`config.mk`:
```
export PLATFORM = sky130hd
export DESIGN_NAME = quad_ext_counter
export DESIGN_NICKNAME = d
export VERILOG_FILES = /design/src/rtl/qd_pkg.sv /design/src/rtl/qd_sync.sv /design/src/rtl/qd_step.sv /design/src/rtl/qd_count.sv /design/src/rtl/quad_ext_counter.sv
export SDC_FILE = /design/constraint.sdc
export NUM_CORES = 1
export LEC_CHECK = 0
export BUFFER_PORTS_ARGS = -buffer_cell sky130_fd_sc_hd__buf_2
export CAP_MARGIN = 20
export CORE_ASPECT_RATIO = 1.5
export CORE_MARGIN = 3
export CORE_UTILIZATION = 56
export DETAILED_ROUTE_END_ITERATION = 8
export GPL_TIMING_DRIVEN = 0
export PLACE_DENSITY = 0.77
export SLEW_MARGIN = 10
export SYNTH_ARGS = -nofsm -noshare
export SYNTH_HDL_FRONTEND = slang
export SYNTH_SLANG_ARGS = --single-unit
```
`constraint.sdc`:
```
create_clock -name clk_i -period 2.8 [get_ports clk_i]
set_input_delay 0 -clock clk_i [delete_from_list [all_inputs] [get_ports clk_i]]
set_output_delay 0 -clock clk_i [all_outputs]
set_load 0.05 [all_outputs]
```
`src/rtl/qd_pkg.sv`:
```
package qd_pkg;
  typedef enum logic [1:0] {
    STEP_NONE = 2'd0,
    STEP_UP   = 2'd1,
    STEP_DN   = 2'd2,
    STEP_BAD  = 2'd3
  } step_e;
endpackage

```
`src/rtl/qd_sync.sv`:
```
module qd_sync #(
  parameter int W    = 3,
  parameter bit FILT = 1'b0
) (
  input  logic         clk_i,
  input  logic         rst_ni,
  input  logic [W-1:0] d_i,
  output logic [W-1:0] q_o
);
  logic [W-1:0] s1_q, s2_q;

  always_ff @(posedge clk_i or negedge rst_ni) begin
    if (!rst_ni) begin
      s1_q <= '0;
      s2_q <= '0;
    end else begin
      s1_q <= d_i;
      s2_q <= s1_q;
    end
  end

  generate
    if (FILT) begin : g_filt
      logic [W-1:0] h1_q, h2_q, f_q;
      always_ff @(posedge clk_i or negedge rst_ni) begin
        if (!rst_ni) begin
          h1_q <= '0;
          h2_q <= '0;
          f_q  <= '0;
        end else begin
          h1_q <= s2_q;
          h2_q <= h1_q;
          for (int i = 0; i < W; i++)
            if (s2_q[i] == h1_q[i] && h1_q[i] == h2_q[i]) f_q[i] <= s2_q[i];
        end
      end
      assign q_o = f_q;
    end else begin : g_raw
      assign q_o = s2_q;
    end
  endgenerate
endmodule

```
`src/rtl/qd_step.sv`:
```
module qd_step
  import qd_pkg::*;
(
  input  logic  clk_i,
  input  logic  rst_ni,
  input  logic  a_i,
  input  logic  b_i,
  input  logic  idx_i,
  output step_e step_o,
  output logic  idx_rise_o
);
  logic pa_q, pb_q, pi_q;

  always_ff @(posedge clk_i or negedge rst_ni) begin
    if (!rst_ni) begin
      pa_q <= 1'b0;
      pb_q <= 1'b0;
      pi_q <= 1'b0;
    end else begin
      pa_q <= a_i;
      pb_q <= b_i;
      pi_q <= idx_i;
    end
  end

  always_comb begin
    unique case ({a_i ^ pa_q, b_i ^ pb_q})
      2'b00:   step_o = STEP_NONE;
      2'b11:   step_o = STEP_BAD;
      // A leading B counts up
      default: step_o = (a_i ^ pb_q) ? STEP_UP : STEP_DN;
    endcase
  end

  assign idx_rise_o = idx_i & ~pi_q;

  AST_STEP_SINGLE: assert property (@(posedge clk_i) disable iff (!rst_ni)
    (step_o == STEP_UP || step_o == STEP_DN) |-> (pa_q ^ a_i) != (pb_q ^ b_i));
endmodule

```
`src/rtl/qd_count.sv`:
```
module qd_count
  import qd_pkg::*;
#(
  parameter int LOW_W = 16,
  parameter int POS_W = 32
) (
  input  logic             clk_i,
  input  logic             rst_ni,
  input  step_e            step_i,
  input  logic             clr_i,
  output logic [POS_W-1:0] pos_o
);
  localparam logic [LOW_W-1:0] INIT  = {1'b1, {(LOW_W-1){1'b0}}};
  localparam logic [LOW_W-1:0] MAXV  = '1;
  localparam logic [POS_W-1:0] HALF  = {{(POS_W-LOW_W){1'b0}}, INIT};
  localparam logic [POS_W-1:0] HALF1 = HALF + POS_W'(1);

  logic [LOW_W-1:0] cnt_q;
  logic [POS_W-1:0] acc_q;
  logic [LOW_W:0]   off;

  always_ff @(posedge clk_i or negedge rst_ni) begin
    if (!rst_ni) begin
      cnt_q <= INIT;
      acc_q <= '0;
    end else if (clr_i) begin
      cnt_q <= INIT;
      acc_q <= '0;
    end else begin
      case (step_i)
        STEP_UP: begin
          if (cnt_q == MAXV) begin
            cnt_q <= INIT;
            acc_q <= acc_q + HALF;
          end else cnt_q <= cnt_q + 1'b1;
        end
        STEP_DN: begin
          if (cnt_q == '0) begin
            cnt_q <= INIT;
            acc_q <= acc_q - HALF1;
          end else cnt_q <= cnt_q - 1'b1;
        end
        default: ;
      endcase
    end
  end

  assign off   = {1'b0, cnt_q} - {1'b0, INIT};
  assign pos_o = acc_q + {{(POS_W-LOW_W-1){off[LOW_W]}}, off};

  AST_OVF_RECENTER: assert property (@(posedge clk_i) disable iff (!rst_ni)
    (!clr_i && step_i == STEP_UP && cnt_q == MAXV) |=> (cnt_q == INIT && acc_q == $past(acc_q) + HALF));
  AST_UNF_RECENTER: assert property (@(posedge clk_i) disable iff (!rst_ni)
    (!clr_i && step_i == STEP_DN && cnt_q == '0) |=> (cnt_q == INIT && acc_q == $past(acc_q) - HALF1));
  AST_POS_CONTINUOUS: assert property (@(posedge clk_i) disable iff (!rst_ni)
    !clr_i |=> (pos_o == $past(pos_o) || pos_o == $past(pos_o) + 1'b1 || pos_o == $past(pos_o) - 1'b1));
endmodule

```
`src/rtl/quad_ext_counter.sv`:
```
module quad_ext_counter
  import qd_pkg::*;
#(
  parameter int LOW_W     = 16,
  parameter int POS_W     = 32,
  parameter bit GLITCH_EN = 1'b0,
  parameter bit INDEX_EN  = 1'b0
) (
  input  logic             clk_i,
  input  logic             rst_ni,
  input  logic             phase_a_i,
  input  logic             phase_b_i,
  input  logic             index_i,
  input  logic             rd_i,
  output logic [POS_W-1:0] pos_o,
  output logic             err_o
);
  logic [2:0]       ph;
  step_e            step;
  logic             idx_rise, clr;
  logic [POS_W-1:0] pos_live;
  logic             err_q;
  logic [POS_W-1:0] hold_q;

  qd_sync #(.W(3), .FILT(GLITCH_EN)) u_sync (
    .clk_i(clk_i), .rst_ni(rst_ni),
    .d_i({index_i, phase_b_i, phase_a_i}), .q_o(ph)
  );

  qd_step u_step (
    .clk_i(clk_i), .rst_ni(rst_ni),
    .a_i(ph[0]), .b_i(ph[1]), .idx_i(ph[2]),
    .step_o(step), .idx_rise_o(idx_rise)
  );

  assign clr = INDEX_EN ? idx_rise : 1'b0;

  qd_count #(.LOW_W(LOW_W), .POS_W(POS_W)) u_count (
    .clk_i(clk_i), .rst_ni(rst_ni),
    .step_i(step), .clr_i(clr), .pos_o(pos_live)
  );

  always_ff @(posedge clk_i or negedge rst_ni) begin
    if (!rst_ni) begin
      err_q  <= 1'b0;
      hold_q <= '0;
    end else begin
      if (step == STEP_BAD) err_q <= 1'b1;
      if (rd_i) hold_q <= pos_live;
    end
  end

  assign err_o = err_q;
  assign pos_o = hold_q;

  AST_ERR_STICKY: assert property (@(posedge clk_i) disable iff (!rst_ni)
    err_o |=> err_o);
  AST_HOLD_STABLE: assert property (@(posedge clk_i) disable iff (!rst_ni)
    !rd_i |=> $stable(pos_o));
  AST_BAD_NO_MOVE: assert property (@(posedge clk_i) disable iff (!rst_ni)
    (step == STEP_BAD && !clr) |=> $stable(pos_live));
endmodule

```
# Yosys cells after proc, flatten, opt, wreduce, memory -nomap -nowiden
# Index checks and enable logic that the tools add are counted.
dict set report totals {
  register_bits 87
  latchBits 0
  ramBits 0
  mem_bits_ro 0
  in_bits 6
  out_inout_bits 33
  word_cells 36
  n_memories 0
}
dict set report op_classes {
  add_sub_neg 6
  n_mul 0
  n_div 0
  magnitude_cmp 0
  n_eq_ne 7
  shift 0
  n_mux 8
  bitwise 3
  n_reduce_logical 4
}
# cell count
set op_table {}
lappend op_table {{32-bit 2-to-1 mux} 2}
lappend op_table {{32-bit one-hot mux with 2 select lines} 1}
lappend op_table {{32-bit by 16-bit adder with 32-bit output, second input constant} 1}
lappend op_table {{32-bit adder} 1}
lappend op_table {{16-bit 2-to-1 mux} 2}
lappend op_table {{16-bit one-hot mux with 2 select lines} 1}
lappend op_table {{32-bit by 16-bit subtractor with 32-bit output, second input constant} 1}
lappend op_table {{16-bit by 16-bit subtractor with 17-bit output, second input constant} 1}
lappend op_table {{16-bit by 1-bit adder with 16-bit output, second input constant} 1}
lappend op_table {{16-bit == test, second input constant} 1}
lappend op_table {{16-bit logical NOT} 1}
lappend op_table {{16-bit by 1-bit subtractor with 16-bit output, second input constant} 1}
lappend op_table {{2-bit == test, second input constant} 3}
lappend op_table {{2-bit by 1-bit != test with 1-bit output, second input constant} 2}
lappend op_table {{2-bit one-hot mux with 2 select lines} 1}
lappend op_table {{3-bit AND reduction} 1}
lappend op_table {{1-bit XOR} 3}
lappend op_table {{2-bit by 1-bit == test with 1-bit output, second input constant} 1}
lappend op_table {{2-bit logical NOT} 1}
lappend op_table {{2-bit 2-to-1 mux} 1}
lappend op_table {{2-bit nonzero test} 1}

# Longest topological paths before layout
dict set report logic_depth {
  depth_word 6
  depth_mapped 14
  mapped_depth_nobuf 12
}

# Cells and area by module
# A second synthesis with hierarchy kept.
dict set report hier_totals {
  hier_cells 725
  area_unflattened_um2 6601.3
}
# module instances cells_per_inst area_each_um2 seq_area_each_um2
set by_module_without_submodules {}
lappend by_module_without_submodules {qd_count 1 637 4926.0 1202.4}
lappend by_module_without_submodules {quad_ext_counter 1 71 1381.3 825.8}
lappend by_module_without_submodules {qd_sync 1 6 150.1 150.1}
lappend by_module_without_submodules {qd_step 1 11 143.9 75.1}

# Worst setup path before layout
# No wires, ideal clock.
dict set report synth_timing {
  path_type {reg-to-reg}
  from {reg u_count.cnt_q[15]}
  to {reg hold_q[22], in the netlist pos_o[22]}
  setup_time_ps 125
  t_arrival_ps 2632
  t_required_ps 2675
  slack_ps 43
  path_stages_with_launch 11
  path_buffers 1
  synth_period_minus_slack_ps 2757
  cell_sequence {dfstp_2 -> inv_1 -> ha_1 -> clkbuf_1 -> a21o_1 -> a211oi_1 -> nor2_1 -> o31ai_1 -> nand3b_1 -> xor2_1 -> mux2_2}
}
dict set report synth_via {
  elab_chain_len 2
}
# element line
set synth_lines {}
lappend synth_lines {{start, declared} qd_count.sv:18} ;# logic [LOW_W-1:0] cnt_q;
lappend synth_lines {{start signal, assigned} qd_count.sv:35} ;# end else cnt_q <= cnt_q + 1'b1;
lappend synth_lines {{start signal, assigned} qd_count.sv:41} ;# end else cnt_q <= cnt_q - 1'b1;
lappend synth_lines {{16-bit by 16-bit subtractor with 17-bit output} qd_count.sv:48} ;# assign off = {1'b0, cnt_q} - {1'b0, INIT};
lappend synth_lines {{32-bit adder} qd_count.sv:49} ;# assign pos_o = acc_q + {{(POS_W-LOW_W-1){off[LOW_W]}}, off};
lappend synth_lines {{end signal, assigned} quad_ext_counter.sv:49} ;# if (rd_i) hold_q <= pos_live;
lappend synth_lines {{end, declared} quad_ext_counter.sv:23} ;# logic [POS_W-1:0] hold_q;
# Every way passes these cells.
# A chain may end at the register's enable or synchronous reset.

# Final worst setup path
dict set report layout_timing {
  from {reg u_count.cnt_q[15]}
  to {reg hold_q[31], in the netlist pos_o[31]}
}
# Same word-level chain as after synthesis.

==> results.sh <==
export IMPL_status="finished, final reports clean"
export IMPL_clk_pin_slew_ns=0.07
export IMPL_drt_iter0_drc=347
export IMPL_n_fill_cell=844
export IMPL_crit_arrival_ns=3.01
export IMPL_first_pass_iters=7
export IMPL_yosysTopAreaCellShare_pct=34.3
export IMPL_worst_slew_pin_slew_ns=0.742
export IMPL_ioPinCount=39
export IMPL_syn2layout_area_growth_pct=20.8
export IMPL_cts_num_sinks=87
export IMPL_ys_seq_area_share_pct=34.7
export IMPL_synth_warnings=0
export IMPL_synthCells=721
export IMPL_ir_drop_mv=0.779
export IMPL_die_y_um=136
export IMPL_via_per_inst=6.37
export IMPL_yosysMostFrequentCell="dfrtp_1"
export IMPL_die_area_mm2=0.0125
export IMPL_synth_area_leaders="dfrtp_1 (34%), ha_1 (8.2%), a21oi_1 (4.9%)"
export IMPL_grt_max_degree=59
export IMPL_fin_ws_ns=0.00643
export IMPL_syn_avg_cell_area_um2=8.70
export IMPL_r2r_end="pos_o[31]"
export IMPL_finalSetupViolations=0
export IMPL_grt_ovfl_total=0
export IMPL_async_flop_share_pct=100
export IMPL_cp_end_kind="register"
export IMPL_wl_per_cell_um=18.9
export IMPL_criticalPathCategory="register to register"
export IMPL_rsz0062_at_grt="true"
export IMPL_die_w_um=92.4
export IMPL_critical_path_top_delay_family="buffers and inverters"
export IMPL_gp_congestion=0.920
export IMPL_ys_flop_type="dfrtp_1"
export IMPL_crit_chain="clkinvlp_4 -> buf_4 -> buf_4 -> ha_1 -> inv_2 -> o21bai_1 -> a21oi_2 -> mux2i_1 -> nor2_1 -> a2111oi_2 -> o311ai_1"
export IMPL_fin_skew_ns=0.00575
export IMPL_critPathCapture="pos_o[31]"
export IMPL_nNetsFinal=837
export IMPL_fin_crit_sh_pct=99.8
export IMPL_drive_above_1_share_pct=23.6
export IMPL_synth_commonest_cells="dfrtp_1 (86), nand2_1 (71), a21oi_1 (61)"
export IMPL_antenna_found_initial=1
export IMPL_num_rows=46
export IMPL_io_buffers=37
export IMPL_sw_frac_of_total_pct=49.2
export IMPL_synth_edf_count=0
export IMPL_max_freq_ghz=0.358
export IMPL_wirelength_mm=17.7
export IMPL_reg2reg_from="u_count.cnt_q[15]"
export IMPL_syn_num_nets=769
export IMPL_slowest_delay_ns=0.62
export IMPL_antenna_cells=0
export IMPL_synth_area_mm2=0.00627
export IMPL_clock_path_buffers=2
export IMPL_crit_slowest_cell="dfstp_2"
export IMPL_crit_top_cell="buf_4"
export IMPL_synth_top_area_cell="dfrtp_1"
export IMPL_r2r_setup_slack_ns=0.006
export IMPL_antenna_left=0
export IMPL_power_frac_clock_pct=14.7
export IMPL_hpwlAfterDp_mm=12.6
export IMPL_cts_tree="done"
export IMPL_seqPwrFrac_pct=27.4
export IMPL_path_buf_inv=4
export IMPL_min_period_ns=2.79
export IMPL_holdWs_ns=0.0926
export IMPL_hold_class="input port to register"
export IMPL_p_int_uw=4640
export IMPL_grt_pass1_vias=5793
export IMPL_relSlewSlack_pct=50.1
export IMPL_p_comb_share_pct=58.0
export IMPL_clk_latency_ns=0.35
export IMPL_ys_types=65
export IMPL_core_area_mm2=0.0108
export IMPL_crit_cells=11
export IMPL_critPathLaunch="u_count.cnt_q[15]"
export IMPL_grt_pass1_wl_mm=28.0
export IMPL_powerDensity_mw_per_mm2=1210
export IMPL_p_leak_uw=0.00324
export IMPL_track_usage_pct=28.2
export IMPL_critPathRequiredTime_ns=3.02
export IMPL_crit_path_max_fanout=5
export IMPL_remaining_drc_errors=0
export IMPL_cts_root_buf="clkbuf_16"
export IMPL_slew_viol_final=0
export IMPL_start_util_pct=58.3
export IMPL_dp_slack_ns=-0.574
export IMPL_r2r_cells=11
export IMPL_p_switching_uw=4490
export IMPL_start_kind="register"
export IMPL_num_vias=5972
export IMPL_ys_ff_latch=87
export IMPL_cap_violations=0
export IMPL_h_tree_depth=3
export IMPL_final_hold_violation_count=0
export IMPL_cts_buffers=9
## cell type report
type                    instances  area [µm²]  area share, %
flip-flops and latches         87        2180           28.8
clock inverters                 7         103           1.35
well taps                     144         180           2.38
inverters                      25        97.6           1.29
repair inverters                1        7.51         0.0991
multi-input cells             580        4250           56.1
repair buffers                 66         430           5.68
clock buffers                   9         225           2.97
plain buffers                  19         101           1.34
## how the worst min path moves through the flow
stage | from | endpoint | slack [ns] | cells after the start
CTS | rd_i | pos_o[30] | 0.09 | 4
finish | rd_i | pos_o[30] | 0.09 | 4
floorplan | rst_ni | err_o | -0.30 | 0
detailed placement | rst_ni | pos_o[19] | -0.03 | 1
global placement | phase_a_i | u_sync.s1_q[0] | 0.11 | 1
global route | rd_i | pos_o[30] | 0.14 | 4
## routing by layer
metal  GRT usage, %  vias up  share of wire (%)
li1               -     2797                  -
met1           30.4     2884                 37
met2           51.5      213                 54
met3           5.56       76                4.7
met4           14.8        2                4.7
met5              0        -              0.062
## kinds of logic after synthesis
group / Yosys count / share of synthesized area, %
mux: 21 / 3.69
fa+ha+maj: 42 / 8.50
xor+xnor: 52 / 7.26
flops: 87 / 34.7
simple gates: 252 / 20.5
buf+inv: 54 / 3.37
compound gates: 213 / 22.0
## per-stage QoR
stage               power [µW]  instances  util [%]  setup TNS [ns]  cell area [µm²]
finish                    9130        938      70.4               0             7570
CTS                       8730        928      67.3               0             7240
detailed placement        7160        903      61.9          -11.79             6670
floorplan                 5920        721         -               0             6270
global route              9730        938      70.4          -0.423             7570
global placement          7020        902      61.6           -8.66             6640
## worst reg2reg max path, delay by kind of cell (launching register included)
family | cells | cell delay (ns)
mux | 1 | 0.23
buf+inv | 4 | 0.70
compound gates | 4 | 0.66
simple gates | 1 | 0.13
fa+ha+maj | 1 | 0.33
flops | 1 | 0.62
## layout by cell type, fill, tap and decap left out, types with 21 or more instances in the layout
| master | instances |
|---|---|
| buf_2 | 37 |
| o21ai_0 | 45 |
| dfrtp_1 | 82 |
| xor2_1 | 21 |
| nor2_1 | 40 |
| a21oi_1 | 53 |
| buf_4 | 27 |
| xnor2_1 | 31 |
| nand2_1 | 70 |
| inv_1 | 22 |
| nor3_1 | 23 |
| nand3_1 | 21 |
## flip-flops by register name, summed over array words and instances (netlist names)
name           count
u_step.pa_q        1
pos_o             32
err_o              1
u_sync.s1_q        2
u_count.acc_q     32
u_count.cnt_q     16
u_step.pb_q        1
u_sync.q_o         2
## power by group through the flow
stage,sequential (µW),clock (µW),combinational (µW)
5_1_grt,2570,1410,5760
6_report,2500,1340,5300
3_3_place_gp,2420,0,4610
2_1_floorplan,3000,0,2920
3_5_place_dp,2450,0,4710
4_1_cts,2430,1360,4940
## repair_timing
item,in CTS,in global routing
endpoints found under the hold margin,38,0
resized for setup,41,67
endpoints found under the setup margin,52,46
hold buffers,3,0
pin swaps,7,12
buffers inserted,14,10
cloned,1,0
No activity file was read; power rests on OpenSTA's default activity.
